## config.mk

```make
export PLATFORM = sky130hd
export DESIGN_NAME = wone_pkt_gen
export DESIGN_NICKNAME = d
export VERILOG_FILES = /design/src/rtl/wone_pkg.sv /design/src/rtl/wone_seq_ctrl.sv /design/src/rtl/wone_flit_fmt.sv /design/src/rtl/wone_pkt_gen.sv
export SDC_FILE = /design/constraint.sdc
export NUM_CORES = 1
export LEC_CHECK = 0
export BUFFER_PORTS_ARGS = -buffer_cell sky130_fd_sc_hd__buf_2
export CAP_MARGIN = 0
export CORE_UTILIZATION = 55
export CTS_BUF_LIST = sky130_fd_sc_hd__clkbuf_16
export CTS_CLUSTER_SIZE = 14
export DETAILED_ROUTE_END_ITERATION = 10
export HOLD_SLACK_MARGIN = 0.03
export PLACE_DENSITY = 0.84
export REMOVE_ABC_BUFFERS = 1
export SYNTH_ARGS = -nofsm -noshare
export SYNTH_HDL_FRONTEND = slang
export SYNTH_HIERARCHICAL = 1
export SYNTH_SLANG_ARGS = --single-unit
```

## constraint.sdc

```tcl
create_clock -name clk -period 4.2 [get_ports clk]
set_input_delay 0.84 -clock clk [delete_from_list [all_inputs] [get_ports clk]]
set_output_delay 0.84 -clock clk [all_outputs]
set_load 0.05 [all_outputs]
```

## src/rtl/wone_pkg.sv

```systemverilog
package wone_pkg;

    typedef enum logic [1:0] {
        ST_IDLE = 2'd0,
        ST_HEAD = 2'd1,
        ST_PAY  = 2'd2,
        ST_TAIL = 2'd3
    } wone_state_e;

    localparam logic [1:0] MARK_HEAD = 2'b10;
    localparam logic [1:0] MARK_TAIL = 2'b01;

endpackage

```

## src/rtl/wone_seq_ctrl.sv

```systemverilog
module wone_seq_ctrl
    import wone_pkg::*;
#(
    parameter int FLIT_W = 10,
    parameter int ADDR_W = 4,
    parameter int KIND_W = 2,
    localparam int IDX_W = $clog2(FLIT_W)
) (
    input  logic              clk,
    input  logic              rst_n,
    input  logic              start_i,
    input  logic [ADDR_W-1:0] dest_i,
    input  logic [KIND_W-1:0] kind_i,
    input  logic              step_i,
    input  logic              ready_i,
    output wone_state_e       state_o,
    output logic [IDX_W-1:0]  idx_o,
    output logic [ADDR_W-1:0] dest_o,
    output logic [KIND_W-1:0] kind_o,
    output logic              step_o,
    output logic              done_o,
    output logic              done_step_o
);

    localparam logic [IDX_W-1:0] LAST_IDX = IDX_W'(FLIT_W - 1);

    typedef struct packed {
        wone_state_e       state;
        logic [IDX_W-1:0]  idx;
        logic [ADDR_W-1:0] dest;
        logic [KIND_W-1:0] kind;
        logic              step;
        logic              done;
        logic              done_step;
    } ctrl_t;

    ctrl_t ctl_d, ctl_q;

    always_comb begin
        ctl_d      = ctl_q;
        ctl_d.done = 1'b0;
        unique case (ctl_q.state)
            ST_IDLE: begin
                if (start_i) begin
                    ctl_d.state = ST_HEAD;
                    ctl_d.dest  = dest_i;
                    ctl_d.kind  = kind_i;
                    ctl_d.step  = step_i;
                end
            end
            ST_HEAD: begin
                if (ready_i) begin
                    ctl_d.state = ST_PAY;
                    ctl_d.idx   = '0;
                end
            end
            ST_PAY: begin
                if (ready_i) begin
                    if (ctl_q.idx == LAST_IDX) begin
                        ctl_d.state = ST_TAIL;
                    end else begin
                        ctl_d.idx = ctl_q.idx + IDX_W'(1);
                    end
                end
            end
            ST_TAIL: begin
                if (ready_i) begin
                    ctl_d.state     = ST_IDLE;
                    ctl_d.done      = 1'b1;
                    ctl_d.done_step = ctl_q.step;
                end
            end
            default: ctl_d.state = ST_IDLE;
        endcase
    end

    always_ff @(posedge clk) begin
        if (!rst_n) begin
            ctl_q <= '0;
        end else begin
            ctl_q <= ctl_d;
        end
    end

    assign state_o     = ctl_q.state;
    assign idx_o       = ctl_q.idx;
    assign dest_o      = ctl_q.dest;
    assign kind_o      = ctl_q.kind;
    assign step_o      = ctl_q.step;
    assign done_o      = ctl_q.done;
    assign done_step_o = ctl_q.done_step;

endmodule

```

## src/rtl/wone_flit_fmt.sv

```systemverilog
module wone_flit_fmt
    import wone_pkg::*;
#(
    parameter int FLIT_W = 10,
    parameter int ADDR_W = 4,
    parameter int KIND_W = 2,
    localparam int IDX_W = $clog2(FLIT_W),
    localparam int BODY_W = FLIT_W - 2,
    localparam int RSV_W = BODY_W - ADDR_W - KIND_W - 1
) (
    input  wone_state_e       state_i,
    input  logic [IDX_W-1:0]  idx_i,
    input  logic [ADDR_W-1:0] dest_i,
    input  logic [KIND_W-1:0] kind_i,
    input  logic              step_i,
    output logic [FLIT_W-1:0] flit_o,
    output logic              valid_o
);

    logic [FLIT_W-1:0] walk_bits;
    logic [BODY_W-1:0] body;

    for (genvar g = 0; g < FLIT_W; g++) begin : g_walk
        assign walk_bits[g] = (idx_i == IDX_W'(g));
    end

    assign body = {dest_i, kind_i, step_i, {RSV_W{1'b0}}};

    always_comb begin
        unique case (state_i)
            ST_HEAD: flit_o = {MARK_HEAD, body};
            ST_PAY:  flit_o = walk_bits;
            ST_TAIL: flit_o = {MARK_TAIL, body};
            default: flit_o = '0;
        endcase
    end

    assign valid_o = (state_i != ST_IDLE);

endmodule

```

## src/rtl/wone_pkt_gen.sv

```systemverilog
module wone_pkt_gen
    import wone_pkg::*;
#(
    parameter int FLIT_W = 10,
    parameter int ADDR_W = 4,
    parameter int KIND_W = 2
) (
    input  logic              clk,
    input  logic              rst_n,
    input  logic              start_i,
    input  logic [ADDR_W-1:0] dest_i,
    input  logic [KIND_W-1:0] kind_i,
    input  logic              step_i,
    input  logic              ready_i,
    output logic [FLIT_W-1:0] flit_o,
    output logic              valid_o,
    output logic              done_o,
    output logic              done_step_o
);

    localparam int IDX_W = $clog2(FLIT_W);

    wone_state_e       state;
    logic [IDX_W-1:0]  idx;
    logic [ADDR_W-1:0] dest;
    logic [KIND_W-1:0] kind;
    logic              step;

    wone_seq_ctrl #(
        .FLIT_W(FLIT_W),
        .ADDR_W(ADDR_W),
        .KIND_W(KIND_W)
    ) ctrl_i (
        .clk        (clk),
        .rst_n      (rst_n),
        .start_i    (start_i),
        .dest_i     (dest_i),
        .kind_i     (kind_i),
        .step_i     (step_i),
        .ready_i    (ready_i),
        .state_o    (state),
        .idx_o      (idx),
        .dest_o     (dest),
        .kind_o     (kind),
        .step_o     (step),
        .done_o     (done_o),
        .done_step_o(done_step_o)
    );

    wone_flit_fmt #(
        .FLIT_W(FLIT_W),
        .ADDR_W(ADDR_W),
        .KIND_W(KIND_W)
    ) fmt_i (
        .state_i(state),
        .idx_i  (idx),
        .dest_i (dest),
        .kind_i (kind),
        .step_i (step),
        .flit_o (flit_o),
        .valid_o(valid_o)
    );

endmodule

```

Word-level counts from Yosys, hierarchy flattened
Index checks and enable logic that the tools add are counted.
W data, S select, Z words.
{"block": "classes", "n_addsub": 1, "n_eq_ne": 18, "n_mux": 10, "reduce_logical": 9}
{"op": "$pmux W10 S3", "count": 1}
{"op": "$eq A4 B3 Y1 const B", "count": 4}
{"op": "$mux W6", "count": 2}
{"op": "$ne A2 B2 Y1 const B", "count": 5}
{"op": "$eq A4 B2 Y1 const B", "count": 2}
{"op": "$eq A4 B4 Y1 const B", "count": 2}
{"op": "$mux W2", "count": 4}
{"op": "$pmux W2 S4", "count": 1}
{"op": "$pmux W4 S2", "count": 1}
{"op": "$reduce_and A2 Y1", "count": 3}
{"op": "$reduce_and A5 Y1", "count": 1}
{"op": "$add A4 B1 Y4 const B", "count": 1}
{"op": "$eq A2 B2 Y1 const B", "count": 2}
{"op": "$eq A4 B1 Y1 const B", "count": 1}
{"op": "$logic_not A4 Y1", "count": 1}
{"op": "$mux W4", "count": 1}
{"op": "$reduce_and A4 Y1", "count": 1}
{"op": "$reduce_bool A2 Y1", "count": 2}
{"op": "$eq A2 B1 Y1 const B", "count": 1}
{"op": "$logic_not A2 Y1", "count": 1}
{"op": "$ne A2 B1 Y1 const B", "count": 1}
{"block": "word_totals", "ff_bits": 15, "in_bits": 11, "out_inout_bits": 13, "elab_cells": 45}

Logic depth before layout (Yosys ltp)
{"block": "depth", "ltp_word": 4, "depth_mapped": 6, "ltp_nobuf": 5}

Hierarchy
Netlist, hierarchy kept.
{"module": "wone_seq_ctrl", "n_inst": 1, "cells_per_inst": 87, "area_each_um2": 780.7, "seq_area_each_um2": 300.3}
{"module": "wone_flit_fmt", "n_inst": 1, "cells_per_inst": 21, "area_each_um2": 177.7, "seq_area_each_um2": 0.0}

Worst setup path before layout
No wires, ideal clock.
{"block": "synth_path", "kind": "flip-flop to output port", "start": "reg ctrl_i.ctl_q (netlist bit ctrl_i/state_o[1])", "end": "out flit_o[2]", "t_arrival_ns": 1.192, "required_time_ns": 3.360, "setup_slack_ns": 2.168, "path_stages_with_launch": 3, "path_buffers": 0, "path_cell_list": "dfxtp_1 > nor4b_2 > a22o_1"}
{"block": "synth_between", "elab_chain_cells": 2}
{"item": "start, declared", "line": "wone_seq_ctrl.sv:37", "rtl": "ctrl_t ctl_d, ctl_q;"}
{"item": "start signal, assigned", "line": "wone_seq_ctrl.sv:81", "rtl": "ctl_q <= ctl_d;"}
{"item": "$eq A2 B2 Y1 / $eq A2 B1 Y1 (equally long branches)", "line": "wone_flit_fmt.sv:30", "rtl": "unique case (state_i)"}
{"item": "$pmux W10 S3 (*)", "line": "wone_flit_fmt.sv:30"}
{"item": "end, declared", "line": "wone_pkt_gen.sv:15", "rtl": "output logic [FLIT_W-1:0] flit_o,"}
Every way passes the cells marked *; elsewhere a longest branch is shown, timed or not.

Worst setup path in the final report
{"block": "layout_path", "start": "reg ctrl_i.ctl_q (netlist bit ctrl_i/state_o[0])", "end": "out flit_o[7]"}
The elaborated chain is that of the path after synthesis.

==> flow_summary.ini <==
[power_and_ir_drop]
power.leakage_nw = 0.539
p_per_area_nw_per_um2 = 599
max-vdd-ir-drop_mv = 0.399

[setup_path]
path_cells = and4bb_1, a32o_2, buf_2
timing.critical_path.fanout_max = 17
cp-start-kind = flop
slowest_delay_ns = 0.68
crit_type = reg2out
r2r_end = ctrl_i/state_o[1]
critical_path.endpoint_type = primary output
crit_slowest_cell = dfxtp_1
r2r-start = ctrl_i/state_o[0]
cp.arrival_ns = 1.70
ff2ff_path_depth = 5
rrSetupSlack_ns = 1.83
crit_required_ns = 3.36

[synth]
ys_warn_count = 6
synth_top_area_share_pct = 31.3
ys_types = 33
seq_area_frac_synth_pct = 31.3
synth_edf_count = 0
synth_area_leaders = dfxtp_1 31%, ha_1 10%, a21boi_0 7.8%, a32o_2 5.9%, nand3_1 5.2%
ys_seq_elements = 15
synthArstFlopShare_pct = 0
synth_area_per_cell_um2 = 8.87
synthesis.area_um2 = 958
synth_flop_cell = dfxtp_1
netlist_instances = 108
synth_top_area_cell = dfxtp_1

[die]
die_w_um = 43.7
die_height_um = 43.7
design.die.area_um2 = 1910
row_count = 14
start_util_pct = 61.5
core_um2 = 1560
num_io_pins = 24

[min_path]
hold_depth = 2
hold_path_end = ctrl_i/done_step_o
hp-start = ctrl_i/done_step_o
hold_path.class = reg2reg

[clock_tree]
ctsRootBufferMaster = clkbuf_16
hold_buffers = 0
cts.clk_slew.worst_paths_ns = 0.05
ctsResizeCount = 0
cts_tree = done
post_cts_buffers = 0
cts_made_buffers = 3
clk_latency_ns = 0.24
cts_htree_levels = 1
clock-sinks = 15
clk_path_buf_depth = 2

[finish]
final_cell_mix = 23 x buf_2, 15 x dfxtp_1, 13 x nand2_1
syn2layout_area_growth_pct = 20.6
post-route-util_pct = 74.2
fin_area_um2 = 1160
nets = 151
final_cells = 147
drive_above_1_share_pct = 26.7
n_fill_cell = 115
num_antenna_cells = 0
mostFrequentLayoutCell = buf_2

[timing]
slew-limit-headroom_pct = 61.8
hold_violations = 0
fmax_mhz = 393
worstMarginPinSlew_ns = 0.572
setup_tns_ns = 0
min_period_ns = 2.54
finClkSkew_ns = 0.000949
rsz0062_at_grt = no
setup_viol = 0
period_share_pct = 60.5
slew_viol_final = 0

[run_status]
status = finished, violations left
violations = design-rule violations

[placed_design]
portBuffers = 23
dp_cells = 143
gp_congestion = 0.830
dp.final_hpwl_mm = 1.52
placed_area_um2 = 1080

[drt]
routedWlPerCell_um = 15.5
postRouteAntennaNets = 0
vias_per_cell = 6.19
drt-initial-drc-count = 41
drc_errors = 3
num_vias = 910
first_pass_iters = 7
routed_wl_mm = 2.27

[global_route]
grt_pass1_vias = 805
grt_max_degree = 19
grt.total_usage_pct = 24.9
grt_first_pass_wirelength_mm = 3.58
antenna_found_initial = 0
overflow = 0

[run]
cap_violations = 0
cell usage after synthesis, types with 2 or more instances:
master,number
a21boi_0,10
a22o_1,3
a32o_2,5
and4bb_1,2
clkbuf_1,2
dfxtp_1,15
ha_1,8
inv_1,8
nand2_1,13
nand3_1,10
nand3b_1,2
nand4b_1,3
nor2b_1,2
o21a_1,2
o21ai_0,4
or2_2,2
power by group:
group	total, mW	leakage [nW]	internal [mW]	switching [mW]
Sequential	0.204	0.122	0.164	0.0400
Clock	0.180	0.0423	0.126	0.0542
Combinational	0.309	0.374	0.107	0.201
Total	0.692	0.539	0.397	0.296
metal layers:
layer	wire (um)	GRT usage (%)
met1	1070	32.1
met2	1040	40.0
met3	135	5.83
met4	32	10.0
met5	0	0
final cells by class:
class                           count  area, um^2  area share (%)
Clock buffer                        3        75.1            6.49
Clock inverter                      1        3.75           0.325
Inverter                            8        30.0            2.60
Multi-Input combinational cell     81         612            52.9
Sequential cell                    15         300            26.0
Tap cell                           16        20.0            1.73
Timing Repair Buffer               23         115            9.96
cells by family (layout without fill, tap and decap cells):
| kind of cell | Yosys count | in the layout | share of synthesized area [%] |
|---|---|---|---|
| AOI/OAI and AO/OA | 30 | 30 | 26.0 |
| adders and majority gates | 8 | 8 | 10.4 |
| and+or+nand+nor | 42 | 42 | 26.4 |
| muxes | 1 | 1 | 1.04 |
| DFF | 15 | 15 | 31.3 |
| buffers and inverters | 12 | 35 | 4.83 |
how the worst max path moves through the flow:
stage,startpoint,end,slack [ns],cells past startpoint
4_1_cts,ctrl_i/state_o[0],flit_o[7],1.68,3
5_1_grt,ctrl_i/state_o[0],flit_o[7],1.60,3
3_5_place_dp,ctrl_i/state_o[0],ctrl_i/state_o[1],1.89,5
3_3_place_gp,ctrl_i/state_o[0],flit_o[7],1.99,3
2_1_floorplan,ctrl_i/state_o[0],flit_o[4],2.16,2
6_report,ctrl_i/state_o[0],flit_o[7],1.66,3
critical path: cells and delay by family, from the launching register on:
family,cells,cell delay (ns)
compound gates,1,0.26
buf+inv,1,0.20
flops,1,0.68
simple gates,1,0.31
flip-flops by register name, indices dropped and copies added (netlist names):
| signal | count |
|---|---|
| ctrl_i/dest_o | 4 |
| ctrl_i/done_o | 1 |
| ctrl_i/done_step_o | 1 |
| ctrl_i/idx_o | 4 |
| ctrl_i/kind_o | 2 |
| ctrl_i/state_o | 2 |
| ctrl_i/step_o | 1 |
metrics by stage:
| step | setup WS, ns | hold slack, ns | power [mW] |
|---|---|---|---|
| 4_1_cts | 1.68 | 0.469 | 0.693 |
| 5_1_grt | 1.60 | 0.478 | 0.729 |
| 3_3_place_gp | 1.99 | 0.451 | 0.497 |
| 2_1_floorplan | 2.16 | 0.443 | 0.437 |
| 6_report | 1.66 | 0.465 | 0.692 |
| 3_5_place_dp | 1.89 | 0.462 | 0.509 |
No activity file was read; power rests on OpenSTA's default activity.
